--- src/rtl/bwm_pkg.sv ---
package bwm_pkg;

    typedef enum logic [2:0] {
        CMD_IDLE = 3'd0,
        CMD_ACT  = 3'd1,
        CMD_WR   = 3'd2,
        CMD_BLK  = 3'd3,
        CMD_LD   = 3'd4
    } cmd_e;

    typedef struct packed {
        logic is_act;
        logic is_wr;
        logic is_blk;
        logic is_ld;
    } op_t;

    function automatic op_t decode_cmd(input logic [2:0] code);
        op_t op;
        op = '0;
        case (code)
            CMD_ACT: op.is_act = 1'b1;
            CMD_WR:  op.is_wr  = 1'b1;
            CMD_BLK: op.is_blk = 1'b1;
            CMD_LD:  op.is_ld  = 1'b1;
            default: op = '0;
        endcase
        return op;
    endfunction

endpackage

--- src/rtl/bwm_spec_regs.sv ---
module bwm_spec_regs
    import bwm_pkg::*;
#(
    parameter int DATA_W = 32,
    parameter int BANKS  = 2,
    localparam int BANK_W = (BANKS > 1) ? $clog2(BANKS) : 1
) (
    input  logic              clk,
    input  logic              rst,
    input  op_t               op,
    input  logic [BANK_W-1:0] bank,
    input  logic              act_mw,
    input  logic              ld_color,
    input  logic [DATA_W-1:0] dq_in,
    output logic [DATA_W-1:0] color,
    output logic [DATA_W-1:0] bit_mask,
    output logic              mw_cur
);

    logic [BANKS-1:0] mw_flag;

    always_ff @(posedge clk) begin
        if (rst) begin
            color    <= '0;
            bit_mask <= '1;
        end else if (op.is_ld) begin
            if (ld_color) begin
                color <= dq_in;
            end else begin
                bit_mask <= dq_in;
            end
        end
    end

    for (genvar k = 0; k < BANKS; k++) begin : g_bank
        always_ff @(posedge clk) begin
            if (rst) begin
                mw_flag[k] <= 1'b0;
            end else if (op.is_act && (bank == BANK_W'(k))) begin
                mw_flag[k] <= act_mw;
            end
        end
    end

    assign mw_cur = mw_flag[bank];

endmodule

--- src/rtl/bwm_lane_mask.sv ---
module bwm_lane_mask #(
    parameter int COLS  = 8,
    parameter int BYTES = 4,
    localparam int OFF_W  = $clog2(COLS),
    localparam int MASK_W = COLS * BYTES
) (
    input  logic              is_blk,
    input  logic [OFF_W-1:0]  offset,
    input  logic [MASK_W-1:0] blk_map,
    input  logic [BYTES-1:0]  dqm,
    output logic [MASK_W-1:0] byte_en,
    output logic [COLS-1:0]   col_we
);

    for (genvar c = 0; c < COLS; c++) begin : g_col
        logic hit;
        assign hit = (offset == OFF_W'(c));
        for (genvar b = 0; b < BYTES; b++) begin : g_byte
            assign byte_en[c*BYTES+b] = ~dqm[b] &
                (is_blk ? blk_map[c*BYTES+b] : hit);
        end
        assign col_we[c] = |byte_en[c*BYTES +: BYTES];
    end

endmodule

--- src/rtl/bwm_out_stage.sv ---
module bwm_out_stage #(
    parameter int COLS   = 8,
    parameter int BYTES  = 4,
    parameter int DATA_W = 32,
    parameter int BLK_W  = 5,
    localparam int MASK_W = COLS * BYTES
) (
    input  logic              clk,
    input  logic              rst,
    input  logic              fire,
    input  logic [COLS-1:0]   nxt_we,
    input  logic [MASK_W-1:0] nxt_be,
    input  logic [DATA_W-1:0] nxt_data,
    input  logic [DATA_W-1:0] nxt_bwe,
    input  logic [BLK_W-1:0]  nxt_blk,
    output logic [COLS-1:0]   col_we,
    output logic [MASK_W-1:0] byte_en,
    output logic [DATA_W-1:0] wr_data,
    output logic [DATA_W-1:0] bit_we,
    output logic [BLK_W-1:0]  blk_addr
);

    always_ff @(posedge clk) begin
        if (rst || !fire) begin
            col_we   <= '0;
            byte_en  <= '0;
            wr_data  <= '0;
            bit_we   <= '0;
            blk_addr <= '0;
        end else begin
            col_we   <= nxt_we;
            byte_en  <= nxt_be;
            wr_data  <= nxt_data;
            bit_we   <= nxt_bwe;
            blk_addr <= nxt_blk;
        end
    end

endmodule

--- src/rtl/bwm_top.sv ---
module bwm_top
    import bwm_pkg::*;
#(
    parameter int COLS   = 8,
    parameter int BYTES  = 4,
    parameter int BYTE_W = 8,
    parameter int COL_AW = 8,
    parameter int BANKS  = 2,
    localparam int DATA_W = BYTES * BYTE_W,
    localparam int MASK_W = COLS * BYTES,
    localparam int OFF_W  = $clog2(COLS),
    localparam int BLK_W  = COL_AW - OFF_W,
    localparam int BANK_W = (BANKS > 1) ? $clog2(BANKS) : 1
) (
    input  logic              clk,
    input  logic              rst,
    input  logic [2:0]        cmd,
    input  logic [BANK_W-1:0] bank,
    input  logic              act_mw,
    input  logic              ld_color,
    input  logic [COL_AW-1:0] col_addr,
    input  logic [DATA_W-1:0] dq_in,
    input  logic [BYTES-1:0]  dqm,
    output logic [COLS-1:0]   col_we,
    output logic [MASK_W-1:0] byte_en,
    output logic [DATA_W-1:0] wr_data,
    output logic [DATA_W-1:0] bit_we,
    output logic [BLK_W-1:0]  blk_addr
);

    op_t               op;
    logic [DATA_W-1:0] color;
    logic [DATA_W-1:0] bit_mask;
    logic              mw_cur;
    logic [MASK_W-1:0] nxt_be;
    logic [COLS-1:0]   nxt_we;
    logic [DATA_W-1:0] nxt_data;
    logic [DATA_W-1:0] nxt_bwe;

    assign op = decode_cmd(cmd);

    bwm_spec_regs #(
        .DATA_W (DATA_W),
        .BANKS  (BANKS)
    ) u_regs (
        .clk      (clk),
        .rst      (rst),
        .op       (op),
        .bank     (bank),
        .act_mw   (act_mw),
        .ld_color (ld_color),
        .dq_in    (dq_in),
        .color    (color),
        .bit_mask (bit_mask),
        .mw_cur   (mw_cur)
    );

    bwm_lane_mask #(
        .COLS  (COLS),
        .BYTES (BYTES)
    ) u_lanes (
        .is_blk  (op.is_blk),
        .offset  (col_addr[OFF_W-1:0]),
        .blk_map (dq_in[MASK_W-1:0]),
        .dqm     (dqm),
        .byte_en (nxt_be),
        .col_we  (nxt_we)
    );

    always_comb begin
        nxt_data = op.is_blk ? color : dq_in;
        nxt_bwe  = mw_cur ? bit_mask : '1;
    end

    bwm_out_stage #(
        .COLS   (COLS),
        .BYTES  (BYTES),
        .DATA_W (DATA_W),
        .BLK_W  (BLK_W)
    ) u_out (
        .clk      (clk),
        .rst      (rst),
        .fire     (op.is_wr | op.is_blk),
        .nxt_we   (nxt_we),
        .nxt_be   (nxt_be),
        .nxt_data (nxt_data),
        .nxt_bwe  (nxt_bwe),
        .nxt_blk  (col_addr[COL_AW-1:OFF_W]),
        .col_we   (col_we),
        .byte_en  (byte_en),
        .wr_data  (wr_data),
        .bit_we   (bit_we),
        .blk_addr (blk_addr)
    );

endmodule

--- config.mk ---
export PLATFORM = sky130hd
export DESIGN_NAME = bwm_top
export DESIGN_NICKNAME = d
export VERILOG_FILES = /design/src/rtl/bwm_pkg.sv /design/src/rtl/bwm_spec_regs.sv /design/src/rtl/bwm_lane_mask.sv /design/src/rtl/bwm_out_stage.sv /design/src/rtl/bwm_top.sv
export SDC_FILE = /design/constraint.sdc
export NUM_CORES = 1
export LEC_CHECK = 0
export BUFFER_PORTS_ARGS = -buffer_cell sky130_fd_sc_hd__buf_2
export CAP_MARGIN = 40
export CORE_MARGIN = 5
export CORE_UTILIZATION = 40
export CTS_CLUSTER_DIAMETER = 120
export DETAILED_ROUTE_END_ITERATION = 7
export GPL_ROUTABILITY_DRIVEN = 0
export HOLD_SLACK_MARGIN = 0.05
export PLACE_DENSITY_LB_ADDON = 0.2
export SYNTH_ARGS = -nofsm -noshare
export SYNTH_HDL_FRONTEND = slang
export SYNTH_SLANG_ARGS = --single-unit
--- constraint.sdc ---
create_clock -name clk -period 1.6 [get_ports clk]
set_input_delay 0.24 -clock clk [delete_from_list [all_inputs] [get_ports clk]]
set_output_delay 0.24 -clock clk [all_outputs]
set_load 0.03 [all_outputs]
# Word-level counts from Yosys, hierarchy flattened
# Cells that the tools add are included.
totals:
  register_bits: 175
  output_inout_bits: 109
  elab_cells: 115
classes:
  order_cmp: 1
  n_eq_ne: 11
  n_mux: 40
  bitwise_logic: 39
  n_reduce_logical: 15
op_table:
  columns: ["operator", "n"]
  rows:
  - ["$mux 32", 2]
  - ["$mux 1", 38]
  - ["$and 1x1->1", 32]
  - ["$reduce_or 4->1", 8]
  - ["$eq 3x3->1 const B", 5]
  - ["$eq 3x2->1 const B", 4]
  - ["$eq 3x1->1 const B", 2]
  - ["$not 1->1", 6]
  - ["$reduce_and 2->1", 2]
  - ["$logic_not 3->1", 1]
  - ["$logic_and 1x1->1", 2]
  - ["$lt 1x2->1 const B", 1]
  - ["$logic_not 1->1", 1]
  - ["$logic_or 1x1->1", 1]
  - ["$or 1x1->1", 1]

# Longest topological paths before layout
depth:
  depth_word: 5
  depth_mapped: 7

# Modules after synthesis
# Synthesis repeated with hierarchy kept, for this count alone.
unflattened:
  hier_cells: 701
  hier_area_um2: 7433.4
modules_own_cells:
  columns: ["mod", "instances", "cells_each", "area_each_um2"]
  rows:
  - ["bwm_out_stage", 1, 241, 3276.9]
  - ["bwm_spec_regs", 1, 296, 2920.3]
  - ["bwm_top", 1, 76, 765.7]
  - ["bwm_lane_mask", 1, 88, 470.5]

# Least setup slack after synthesis
# OpenSTA, ideal clock, no wires.
synth_path:
  kind: "input to register"
  startpoint: "in cmd[0]"
  endpoint: "reg u_out.col_we[3]"
  setup_ps: 134
  arrival_time_ps: 1399
  slack_ps: 67
  path_stages: 6
  path_cell_list: "buf_2 nand3b_1 buf_2 nand4b_1 a21oi_1 or4_1"
synth_between:
  elab_chain_cells: 5
  word_cells_on_any_way: 16
synth_lines:
  columns: ["element", "line", "rtl"]
  rows:
  - ["start, declared", "bwm_top.sv:17", "input logic [2:0] cmd,"]
  - ["$eq 3x2->1", "bwm_pkg.sv:21", "case (code)"]
  - ["$mux 1", "bwm_pkg.sv:21", null]
  - ["$mux 1 or $or 1x1->1 (tied branches)", "bwm_lane_mask.sv:20, bwm_top.sv:83", null]
  - ["$and 1x1->1 or $logic_not 1->1 (tied branches)", "bwm_lane_mask.sv:19, bwm_out_stage.sv:24", null]
  - ["$reduce_or 4->1 or $logic_or 1x1->1 (tied branches)", "bwm_lane_mask.sv:22, bwm_out_stage.sv:24", null]
  - ["end signal, assigned", "bwm_out_stage.sv:31", "col_we <= nxt_we;"]
  - ["end, declared", "bwm_out_stage.sv:16", "output logic [COLS-1:0] col_we,"]
# Parallel ways exist; a longest one is shown, timed or not.
# A chain may end at the register's enable or synchronous reset.

# Final worst setup path
layout_path:
  startpoint: "in cmd[2]"
  endpoint: "reg u_out.col_we[7]"
# The elaborated chain is that of the path after synthesis.

==> results.sh <==
export IMPL_fin_cells=929
export IMPL_cts_path_max_buffers=2
export IMPL_die_h_um=130
export IMPL_synth_cell_types=27
export IMPL_grt_pass1_wl_um=25900
export IMPL_synthXorXnorAreaFrac_pct=0
export IMPL_clock_latency_ns=0.42
export IMPL_p_switching_mw=2.12
export IMPL_diodes=0
export IMPL_synth_fp_nets=602
export IMPL_yosysMostFrequentCell="dfxtp_1"
export IMPL_dr_max_layer_used="met4"
export IMPL_ys_seq_area_share_pct=60.5
export IMPL_status="finished, final reports clean"
export IMPL_required_ns=1.89
export IMPL_hold_violations=0
export IMPL_power_frac_comb_pct=7.8
export IMPL_drt_wl_total_um=16900
export IMPL_synth_top_family_by_area="compound AO/OA/AOI/OAI gates"
export IMPL_ir_worst_vdd_mv=0.763
export IMPL_nNetsFinal=787
export IMPL_synth_top_cell_by_area="dfxtp_1"
export IMPL_worstReg2RegEnd="u_out.bit_we[12]"
export IMPL_synth_compound_area_share_pct=20.7
export IMPL_wl_met1_um=7540
export IMPL_ys_flop_type="dfxtp_1"
export IMPL_critPathLaunchType="input port"
export IMPL_switching_share_pct=21.9
export IMPL_maxCapViolations=0
export IMPL_cts_tree="yes"
export IMPL_fillers=1315
export IMPL_antenna_found_initial=0
export IMPL_synth_area_leaders="dfxtp_1 61%, nand2_1 6.2%, o221a_2 6.2%"
export IMPL_critical_path_class="in2reg"
export IMPL_setup_viol=0
export IMPL_synth_mux_area_fraction_pct=0.519
export IMPL_synthTopCellsByCount="175 x dfxtp_1, 96 x nand2_1, 64 x a21oi_1"
export IMPL_place_detailed_hpwl_um=11600
export IMPL_wl_met2_um=7910
export IMPL_grtUsageTotal_pct=20.0
export IMPL_crit_fanout=9
export IMPL_detail_route_wl_per_cell_um=18.2
export IMPL_final_util_pct=53.6
export IMPL_drc=0
export IMPL_first_iter_violations=325
export IMPL_vias=4789
export IMPL_viasPerCell=5.16
export IMPL_fmax_mhz=704
export IMPL_crit_chain="buf_2 > nand3b_1 > nand4_1 > a21oi_1 > or4_1"
export IMPL_layout_setup_ws_ns=0.180
export IMPL_port_buffers=160
export IMPL_synth_top_area_share_pct=60.5
export IMPL_die_x_um=130
export IMPL_power_mw=9.66
export IMPL_synth_warnings=0
export IMPL_cp_slowest_cell="or4_1"
export IMPL_grt_max_degree=67
export IMPL_netlist_area_sq_mm=0.00579
export IMPL_worstHoldPathCells=2
export IMPL_ff2ff_path_depth=3
export IMPL_cp_arrival_ns=1.71
export IMPL_min_to="u_regs.bit_mask[5]"
export IMPL_finalSetupTns_ns=0
export IMPL_ys_ff_latch=175
export IMPL_skew_ns=0.00603
export IMPL_min_from="dq_in[5]"
export IMPL_syn_inst=550
export IMPL_met3_length_um=1160
export IMPL_pre_cts_slack_ns=-0.237
export IMPL_first_pass_iters=7
export IMPL_period_needed_ns=1.42
export IMPL_root_buffer="clkbuf_16"
export IMPL_grt_overflow=0
export IMPL_rsz0062_at_grt="false"
export IMPL_drive_above_1_share_pct=36.5
export IMPL_powerDensity_mw_per_mm2=1250
export IMPL_clock_sinks=175
export IMPL_io_pins=161
export IMPL_start_util_pct=40.3
export IMPL_die_area_sq_mm=0.0170
export IMPL_end_kind="flop"
export IMPL_tightestPinTransition_ns=0.759
export IMPL_synth_simple_area_share_pct=14.6
export IMPL_pwr_share_clk_pct=45.3
export IMPL_coreArea_sq_mm=0.0144
export IMPL_dp_cells=893
export IMPL_r2r_slack_ns=0.65
export IMPL_power_frac_seq_pct=46.9
export IMPL_htreeDepth=4
export IMPL_p_leak_nw=3.34
export IMPL_clk_pin_slew_ns=0.06
export IMPL_max_slew_margin_pct=49.4
export IMPL_area_delta_synth_final_pct=33.1
export IMPL_grt_pass1_vias=4842
export IMPL_rows=44
export IMPL_cts_setup_buffers=0
export IMPL_async_flop_share_pct=0
export IMPL_slew_violations=0
export IMPL_fin_crit_sh_pct=88.7
export IMPL_synth_edf_count=0
export IMPL_synth_avg_cell_area_sq_um=10.5
export IMPL_slowest_delay_ns=0.54
export IMPL_synthAdderAreaFrac_pct=0
export IMPL_reg2reg_from="u_regs.mw_flag[1]"
export IMPL_cts_made_buffers=17
export IMPL_ant_nets=0
export IMPL_intPower_mw=7.54
export IMPL_min_path_type="in2reg"
[final cells by class]
cell class | count | area, sq um | share of cell area [%]
clock buffer | 23 | 498 | 6.46
clock inverter | 6 | 130 | 1.69
multi-input combinational | 328 | 2090 | 27.2
sequential | 175 | 3500 | 45.4
tap | 184 | 230 | 2.99
timing repair buffer | 213 | 1250 | 16.3
[worst max-delay path by stage]
stage / to / start
global placement: u_out.col_we[3] / cmd[2]
floorplan: u_out.col_we[3] / cmd[0]
finish: u_out.col_we[7] / cmd[2]
CTS: u_out.col_we[7] / cmd[2]
detailed placement: u_out.col_we[0] / cmd[2]
global route: u_out.col_we[7] / cmd[2]
[registers in the layout, indices dropped and copies added, names as in the netlist]
register and cells:
u_out.bit_we 32, u_out.blk_addr 5, u_out.byte_en 32, u_out.col_we 8, u_out.wr_data 32, u_regs.bit_mask 32, u_regs.color 32, u_regs.mw_flag 2
[critical path, delay by kind of cell]
kind	cells	cell delay, ns
AO/OA/AOI/OAI	1	0.11
AND/OR/NAND/NOR	3	1.21
buffers and inverters	1	0.14
[stage by stage]
stage	hold WS, ns	cell area, sq um
after global placement	0.439	7010
final	0.0779	7710
after CTS	0.0551	7710
after global routing	0.0678	7710
after detailed placement	0.447	7010
after floorplan	0.358	5790
[placed cells by master (no fill, tap or decap), types with 7 or more instances in the layout]
master / n
nand2_1: 96
a21oi_1: 64
dlygate4sd3_1: 7
a211o_1: 32
or4_1: 8
o221a_2: 32
buf_2: 160
clkbuf_16: 17
dfxtp_1: 175
o21a_1: 32
buf_4: 43
nor2b_1: 32
[layer usage]
metal  vias up  track usage [%]
li1       2296                -
met1      2284             26.4
met2       187             31.6
met3        22             4.71
met4         0             8.19
met5         -                0
[cell families after synthesis]
logic type,Yosys count
flops,175
compound gates,160
simple gates,165
buf+inv,47
mux,3
[power groups by stage]
stage          sequential [mW]  combinational [mW]  clock (mW)
5_1_grt                   4.54               0.810        4.65
3_5_place_dp              4.63               0.741           0
2_1_floorplan             4.77               0.270           0
6_report                  4.53               0.755        4.38
3_3_place_gp              4.62               0.729           0
4_1_cts                   4.53               0.757        4.47
[repair_timing]
| item | 4_1_cts | 5_1_grt |
|---|---|---|
| resized for setup | 0 | 0 |
| hold buffers | 7 | 0 |
| endpoints found under the hold margin | 7 | 0 |
Note: power is estimated with default switching activity, not from simulation.
